File: src/rtl/szs_pkg.sv
package szs_pkg;
  localparam int unsigned SZS_CELLS = 16;
  localparam int unsigned SZS_NMEM  = 2;
  localparam int unsigned SZS_LVL_W = 4;
  localparam int unsigned SZS_CT_W  = 16;
  localparam int unsigned SZS_WIN   = 16;
endpackage

File: src/rtl/szs_first_find.sv
module szs_first_find #(
  parameter int unsigned TOTAL = 32,
  parameter int unsigned LVL_W = 4,
  parameter int unsigned IDX_W = $clog2(TOTAL)
) (
  input  logic [TOTAL*LVL_W-1:0] cells,
  output logic                   found,
  output logic [IDX_W-1:0]       idx
);
  logic [TOTAL-1:0] nz;

  // One occupancy flag per cell
  for (genvar g = 0; g < TOTAL; g++) begin : g_nz
    assign nz[g] = |cells[g*LVL_W +: LVL_W];
  end

  assign found = |nz;

  // Lowest index wins: scan downward so the last match is the lowest
  always_comb begin
    idx = '0;
    for (int i = TOTAL - 1; i >= 0; i--) begin
      if (nz[i]) idx = IDX_W'(i);
    end
  end
endmodule

File: src/rtl/szs_window_shift.sv
module szs_window_shift #(
  parameter int unsigned TOTAL = 32,
  parameter int unsigned LVL_W = 4,
  parameter int unsigned WIN   = 16,
  parameter int unsigned IDX_W = $clog2(TOTAL)
) (
  input  logic [TOTAL*LVL_W-1:0] cells,
  input  logic [IDX_W-1:0]       shift,
  output logic [WIN*LVL_W-1:0]   window
);
  localparam int unsigned IN_W  = TOTAL * LVL_W;
  localparam int unsigned WIN_W = WIN * LVL_W;
  localparam int unsigned EXT_W = IN_W + WIN_W;

  logic [EXT_W-1:0] stg [0:IDX_W];

  // Zero cells above the top supply the padding past the last cell
  assign stg[0] = {{WIN_W{1'b0}}, cells};

  // Logarithmic barrel: stage k moves by 2^k whole cells
  for (genvar k = 0; k < IDX_W; k++) begin : g_stage
    localparam int unsigned AMT = (1 << k) * LVL_W;
    assign stg[k+1] = shift[k] ? (stg[k] >> AMT) : stg[k];
  end

  assign window = stg[IDX_W][WIN_W-1:0];
endmodule

File: src/rtl/szs_coarse_adj.sv
module szs_coarse_adj #(
  parameter int unsigned CT_W  = 16,
  parameter int unsigned SEL_W = 1
) (
  input  logic [CT_W-1:0]  coarse_i,
  input  logic [SEL_W-1:0] mem_sel,
  output logic [CT_W-1:0]  coarse_o
);
  // Each later memory spans one further coarse period
  assign coarse_o = coarse_i + CT_W'(mem_sel);
endmodule

File: src/rtl/szs_reducer.sv
module szs_reducer
  import szs_pkg::*;
#(
  parameter int unsigned CELLS = SZS_CELLS,
  parameter int unsigned NMEM  = SZS_NMEM,
  parameter int unsigned LVL_W = SZS_LVL_W,
  parameter int unsigned CT_W  = SZS_CT_W,
  parameter int unsigned WIN   = SZS_WIN
) (
  input  logic                                         clk,
  input  logic                                         rst_n,
  input  logic                                         in_valid,
  input  logic [CT_W-1:0]                              in_coarse,
  input  logic [CELLS*NMEM*LVL_W-1:0]                  in_cells,
  output logic                                         out_valid,
  output logic [CT_W+$clog2(CELLS)+WIN*LVL_W-1:0]      out_record
);
  localparam int unsigned TOTAL  = CELLS * NMEM;
  localparam int unsigned IDX_W  = $clog2(TOTAL);
  localparam int unsigned FINE_W = $clog2(CELLS);
  localparam int unsigned SEL_W  = IDX_W - FINE_W;
  localparam int unsigned IN_W   = TOTAL * LVL_W;
  localparam int unsigned WIN_W  = WIN * LVL_W;
  localparam int unsigned REC_W  = CT_W + FINE_W + WIN_W;

  // Stage 1: search
  logic             hit_found;
  logic [IDX_W-1:0] hit_idx;

  szs_first_find #(.TOTAL(TOTAL), .LVL_W(LVL_W), .IDX_W(IDX_W)) u_find (
    .cells (in_cells),
    .found (hit_found),
    .idx   (hit_idx)
  );

  logic             s1_valid_d, s1_valid_q;
  logic             s1_load;
  logic [CT_W-1:0]  s1_coarse_q;
  logic [IN_W-1:0]  s1_cells_q;
  logic [IDX_W-1:0] s1_idx_q;

  always_comb begin
    s1_valid_d = in_valid & hit_found;
    s1_load    = s1_valid_d;
  end

  always_ff @(posedge clk or negedge rst_n) begin
    if (!rst_n) s1_valid_q <= 1'b0;
    else        s1_valid_q <= s1_valid_d;
  end

  always_ff @(posedge clk) begin
    if (s1_load) begin
      s1_coarse_q <= in_coarse;
      s1_cells_q  <= in_cells;
      s1_idx_q    <= hit_idx;
    end
  end

  // Stage 2: window and timestamp adjust
  logic [WIN_W-1:0] win_cells;
  logic [CT_W-1:0]  coarse_adj;

  szs_window_shift #(.TOTAL(TOTAL), .LVL_W(LVL_W), .WIN(WIN), .IDX_W(IDX_W)) u_win (
    .cells  (s1_cells_q),
    .shift  (s1_idx_q),
    .window (win_cells)
  );

  szs_coarse_adj #(.CT_W(CT_W), .SEL_W(SEL_W)) u_cadj (
    .coarse_i (s1_coarse_q),
    .mem_sel  (s1_idx_q[IDX_W-1:FINE_W]),
    .coarse_o (coarse_adj)
  );

  logic             out_valid_q;
  logic [REC_W-1:0] rec_d, rec_q;

  always_comb begin
    rec_d = {coarse_adj, s1_idx_q[FINE_W-1:0], win_cells};
  end

  always_ff @(posedge clk or negedge rst_n) begin
    if (!rst_n) out_valid_q <= 1'b0;
    else        out_valid_q <= s1_valid_q;
  end

  always_ff @(posedge clk) begin
    if (s1_valid_q) rec_q <= rec_d;
  end

  assign out_valid  = out_valid_q;
  assign out_record = rec_q;


  hit_emits_chk: assert property (@(posedge clk) disable iff (!rst_n)
    (in_valid && (in_cells != '0)) |-> ##2 out_valid);


  empty_silent_chk: assert property (@(posedge clk) disable iff (!rst_n)
    !(in_valid && (in_cells != '0)) |-> ##2 !out_valid);


  fine_hit_chk: assert property (@(posedge clk) disable iff (!rst_n)
    s1_valid_q |-> (s1_cells_q[s1_idx_q*LVL_W +: LVL_W] != '0));


  lead_cell_nz_chk: assert property (@(posedge clk) disable iff (!rst_n)
    out_valid |-> (out_record[LVL_W-1:0] != '0));


  coarse_step_chk: assert property (@(posedge clk) disable iff (!rst_n)
    out_valid |-> ((out_record[REC_W-1 -: CT_W] == $past(in_coarse, 2)) ||
                   (out_record[REC_W-1 -: CT_W] == $past(in_coarse, 2) + CT_W'(1))));
endmodule

File: config.mk
export PLATFORM = sky130hd
export DESIGN_NAME = szs_reducer
export DESIGN_NICKNAME = d
export VERILOG_FILES = /design/src/rtl/szs_pkg.sv /design/src/rtl/szs_first_find.sv /design/src/rtl/szs_window_shift.sv /design/src/rtl/szs_coarse_adj.sv /design/src/rtl/szs_reducer.sv
export SDC_FILE = /design/constraint.sdc
export NUM_CORES = 1
export LEC_CHECK = 0
export BUFFER_PORTS_ARGS = -buffer_cell sky130_fd_sc_hd__buf_2
export CAP_MARGIN = 20
export CORE_ASPECT_RATIO = 1.2
export CORE_MARGIN = 3
export CORE_UTILIZATION = 40
export CTS_BUF_LIST = sky130_fd_sc_hd__clkbuf_16
export DETAILED_ROUTE_END_ITERATION = 7
export GPL_TIMING_DRIVEN = 0
export SYNTH_ARGS = -nofsm -noshare
export SYNTH_HDL_FRONTEND = slang
export SYNTH_SLANG_ARGS = --single-unit
File: constraint.sdc
create_clock -name clk -period 4.7 [get_ports clk]
set_input_delay 0.94 -clock clk [delete_from_list [all_inputs] [get_ports clk]]
set_output_delay 0.94 -clock clk [all_outputs]
set_load 0.005 [all_outputs]
# Word-level counts from Yosys, hierarchy flattened
# Cells that the tools add are included.
[word_totals]
register_bits = 235
wordCells = 85
in_bits = 147
[op_classes]
reduce_logical = 37
n_addsub = 1
n_mux = 36
n_bitwise = 1
[ops]
columns = ["cell", "n"]
rows = [
  ["$mux W128", 4],
  ["$reduce_or A128 Y1", 1],
  ["$reduce_or A4 Y1", 32],
  ["$mux W5", 16],
  ["$mux W64", 1],
  ["$reduce_or A64 Y1", 1],
  ["$mux W4", 8],
  ["$reduce_or A32 Y1", 1],
  ["$add A16 B1 Y16", 1],
  ["$reduce_or A16 Y1", 1],
  ["$mux W3", 4],
  ["$reduce_or A8 Y1", 1],
  ["$mux W2", 2],
  ["$and A1 B1 Y1", 1],
  ["$mux W1", 1],
]

# Longest topological paths before layout
[logic_depth]
ltp_word = 32
ltp_mapped = 8
mapped_depth_nobuf = 6

# Hierarchy
# Synthesis repeated with hierarchy kept, for this count alone.
[unflattened]
cells_unflattened = 1207
hier_area_um2 = 14681.6
[modules_own_cells]
columns = ["module", "n_inst", "cells_per_inst", "area_per_inst_um2"]
rows = [
  ["szs_reducer", 1, 236, 7053.0],
  ["szs_window_shift", 1, 824, 6571.3],
  ["szs_first_find", 1, 102, 729.4],
  ["szs_coarse_adj", 1, 45, 327.8],
]

# Worst setup path after synthesis
# No wires, ideal clock.
[synth_timing]
path_type = "input -> register"
start = "in in_cells[117]"
end = "reg s1_valid_q"
stages = 5
t_required_ns = 3.845
setup_time_ns = 0.855
arrival_ns = 8.284
path_buffers = 0
path_slack_ns = -4.439
path_cell_list = "nor4_1 > nand4_1 > or3_1 > nor3_1 > a21boi_1"
[synth_between]
elab_chain_len = 2
[synth_lines]
columns = ["element", "line", "source"]
rows = [
  ["from (decl)", "szs_reducer.sv:14", "input logic [CELLS*NMEM*LVL_W-1:0] in_cells,"],
  ["$reduce_or A128 Y1", "szs_first_find.sv:17", "assign found = |nz;"],
  ["$and A1 B1 Y1", "szs_reducer.sv:43", "s1_valid_d = in_valid & hit_found;"],
  ["named net s1_load", "szs_reducer.sv:37", "logic s1_load;"],
  ["to (signal assigned)", "szs_reducer.sv:49", "else s1_valid_q <= s1_valid_d;"],
  ["to (decl)", "szs_reducer.sv:36", "logic s1_valid_d, s1_valid_q;"],
]
# The timed path passes the listed nets, and every way through them passes these cells.
# A chain may end at the register's enable or synchronous reset.

# Worst setup path after layout
[layout_timing]
start = "in in_cells[125]"
end = "reg s1_cells_q[124] (enable)"
[layout_between]
elab_chain_len = 2
[layout_lines]
columns = ["element", "line", "source"]
rows = [
  ["$reduce_or A128 Y1", "szs_first_find.sv:17", ""],
  ["$and A1 B1 Y1", "szs_reducer.sv:43", ""],
  ["named net s1_load", "szs_reducer.sv:37", ""],
  ["to (signal assigned)", "szs_reducer.sv:55", "s1_cells_q <= in_cells;"],
  ["to (decl)", "szs_reducer.sv:39", "logic [IN_W-1:0] s1_cells_q;"],
]
# The timed path passes the listed nets, and every way through them passes these cells.

==> impl_metrics.toml <==
[status]
outcome = "finished clean"

[drt]
wirelength_um = 48600
vias = 10300
vias_per_cell = 6.13
drtIter0Drc = 1322
drc_errors = 0
ant_nets = 0
wl_per_cell_um = 28.8
first_pass_iters = 5

[clock_tree]
cts_resized = 0
cts_sinks = 235
post_cts_buffers = 0
cts_tree = "built"
cts_buffers = 24
htreeDepth = 1
clockBufferDepth = 3
root_buffer = "clkbuf_16"
clock_latency_ns = 0.55
clk_pin_slew_ns = 0.06
ctsHoldBuffers = 0

[final_layout]
nets = 1376
final_cell_mix = "buf_2, edfxtp_1, nand2_1"
mostFrequentLayoutCell = "buf_2"
layout-drive-gt1-share_pct = 36.8
final_area_sq_mm = 0.0160
area_growth_pct = 20.3
fin_util_pct = 49.1
n_fill_cell = 2907
antenna-diode-count = 0

[timing]
fin_crit_ns = 3.40
clock_skew_ns = 0.0249
period_share_pct = 72.4
finalMaxSlewViolations = 0
finalHoldViolCount = 0
worstMarginPinSlew_ns = 1.02
max_freq_ghz = 0.294
rsz0062_at_grt = "false"
setup_viol = 0
slew_headroom_pct = 31.4

[worst_setup_path]
regToRegSetupSlack_ns = 1.63
path_cells = "buf_2, nor4_1, nand4_1, or3_1, nor3_1, a21boi_4, buf_12, buf_12"
r2r-start = "s1_idx_q[0]"
required_ns = 4.98
r2r_end = "out_record[20]"
cp-end-kind = "flip-flop"
critPathMaxFanout = 32
max_stage_delay_ns = 0.73
cpMostUsedCell = "buf_12"
crit_slowest_cell = "nor4_1"
worstRegToRegCells = 8
crit_buf_inv = 3
cp.depth = 8
critical_path_class = "in2reg"
critPathArrivalTime_ns = 3.68
start_kind = "input pin"
cp_top_family = "simple AND/OR/NAND/NOR gates"
cp-startpoint = "in_cells[125]"

[hold_path]
hp-class = "in2async"

[floorplan]
fp.dieW_um = 172
core-area_sq_mm = 0.0325
rows = 72
start_util_pct = 40.8
pin_count = 232
die_area_sq_mm = 0.0354
die_y_um = 206

[power_and_ir_drop]
p_leak_nw = 5.85
power.density_mw_per_mm2 = 366
ir_worst_vdd_mv = 0.448

[placed_design]
dpl.hpwl_um = 40000
placed_area_sq_mm = 0.0151
portBuffers = 231
gp_congestion = 1.04

[grt]
met1_usage_pct = 35.9
grt_pass1_vias = 10300
overflow = 0
grt_usage_pct = 27.2
grt_pass1_wl_um = 69400
antenna_found_initial = 0
grt_max_degree = 79
busiest_layer = "met2"
use_met2_pct = 43.8
grt_use_met3_pct = 4.46

[yosys]
netlist_instances = 964
netlist_area_sq_mm = 0.0133
ys_seq_area_share_pct = 53.1
synth_top_flop_cell = "edfxtp_1"
syn_area_per_cell_sq_um = 13.8
synth_cell_types = 56
syn_nets = 1113
synth_edf_count = 233
ys_ff_latch = 235
async_flop_share_pct = 0.851
yosys_warnings = 0

[run]
cap_violations = 0
-- layer usage --
layer  part of all wire [%]  vias to the layer above  wire [um]
li1                       -                     4467          -
met1                     40                     5097      19200
met2                     47                      661      22800
met3                    8.0                      112       3890
met4                    5.6                        0       2730
met5                      0                        -          0
-- synth_stat cells (9+ instances only) --
cell type | n | share of area, %
o22ai_1 | 17 | 0.80
buf_2 | 21 | 0.79
nand2_1 | 94 | 2.7
a21oi_1 | 46 | 1.7
nor4_1 | 30 | 1.4
nor2_1 | 55 | 1.6
xnor2_1 | 10 | 0.66
a31oi_1 | 14 | 0.66
edfxtp_1 | 233 | 53
nand3_1 | 11 | 0.41
buf_4 | 9 | 0.51
nand4_1 | 10 | 0.47
o221ai_1 | 16 | 1.1
or4_1 | 9 | 0.51
o21ai_0 | 35 | 1.3
mux4_2 | 92 | 16
mux2i_1 | 79 | 6.0
clkbuf_1 | 28 | 0.79
o211ai_1 | 11 | 0.62
mux2_2 | 39 | 3.3
-- where the power goes --
group	switching [mW]	total [mW]	internal, mW
sequential	0.145	2.69	2.54
clock	0.787	1.99	1.21
combinational	0.682	1.17	0.489
-- state kept, by name, indices dropped and copies added (netlist names) --
| register | count |
|---|---|
| s1_valid_q | 1 |
| s1_idx_q | 5 |
| out_valid | 1 |
| out_record | 84 |
| s1_cells_q | 128 |
| s1_coarse_q | 16 |
-- worst register-to-register path, stage by stage, from the launching register on --
cell and delay, ns:
edfxtp_1 0.37, buf_4 0.25, buf_4 0.29, buf_4 0.29, buf_2 0.42, mux2i_1 0.48
o21ai_0 0.33, o21ai_0 0.26, a31oi_1 0.08
-- metrics by stage --
step	hold WS, ns	power (mW)	setup slack, ns	TNS [ns]	instances
final	0.166	5.85	1.30	0	1687
after global placement	0.468	3.86	-0.735	-107.94	1639
after CTS	0.153	5.86	1.46	0	1687
after floorplan	0.421	3.31	0.335	0	964
after detailed placement	0.469	3.87	0.893	0	1645
after global routing	0.155	6.05	1.22	0	1687
-- cells by family (layout without fill, tap and decap cells) --
logic type | Yosys count | count (layout) | synth area share, %
simple gates | 247 | 247 | 9.22
flops | 235 | 235 | 53.1
mux | 210 | 210 | 24.9
compound gates | 183 | 183 | 9.10
buf+inv | 73 | 352 | 2.63
xor+xnor | 14 | 14 | 0.923
fa+ha+maj | 2 | 2 | 0.188
-- final cells by class --
cell class	instances	area (sq um)	share of cell area (%)
well taps	444	556	3.48
clock inverters	18	226	1.42
plain buffers	68	330	2.07
flip-flops and latches	235	7050	44.1
repair buffers	237	1300	8.13
inverters	5	18.8	0.117
clock buffers	24	601	3.76
multi-input cells	656	5890	36.9
-- how the worst max path moves through the flow --
| stage | endpoint | slack (ns) |
|---|---|---|
| after floorplan | s1_cells_q[0] | 0.33 |
| after global placement | s1_cells_q[124] | -0.73 |
| after detailed placement | s1_cells_q[124] | 0.89 |
| after CTS | s1_cells_q[113] | 1.46 |
| after global routing | s1_cells_q[124] | 1.22 |
| final | s1_cells_q[124] | 1.30 |
(Power assumes the default switching activity.)
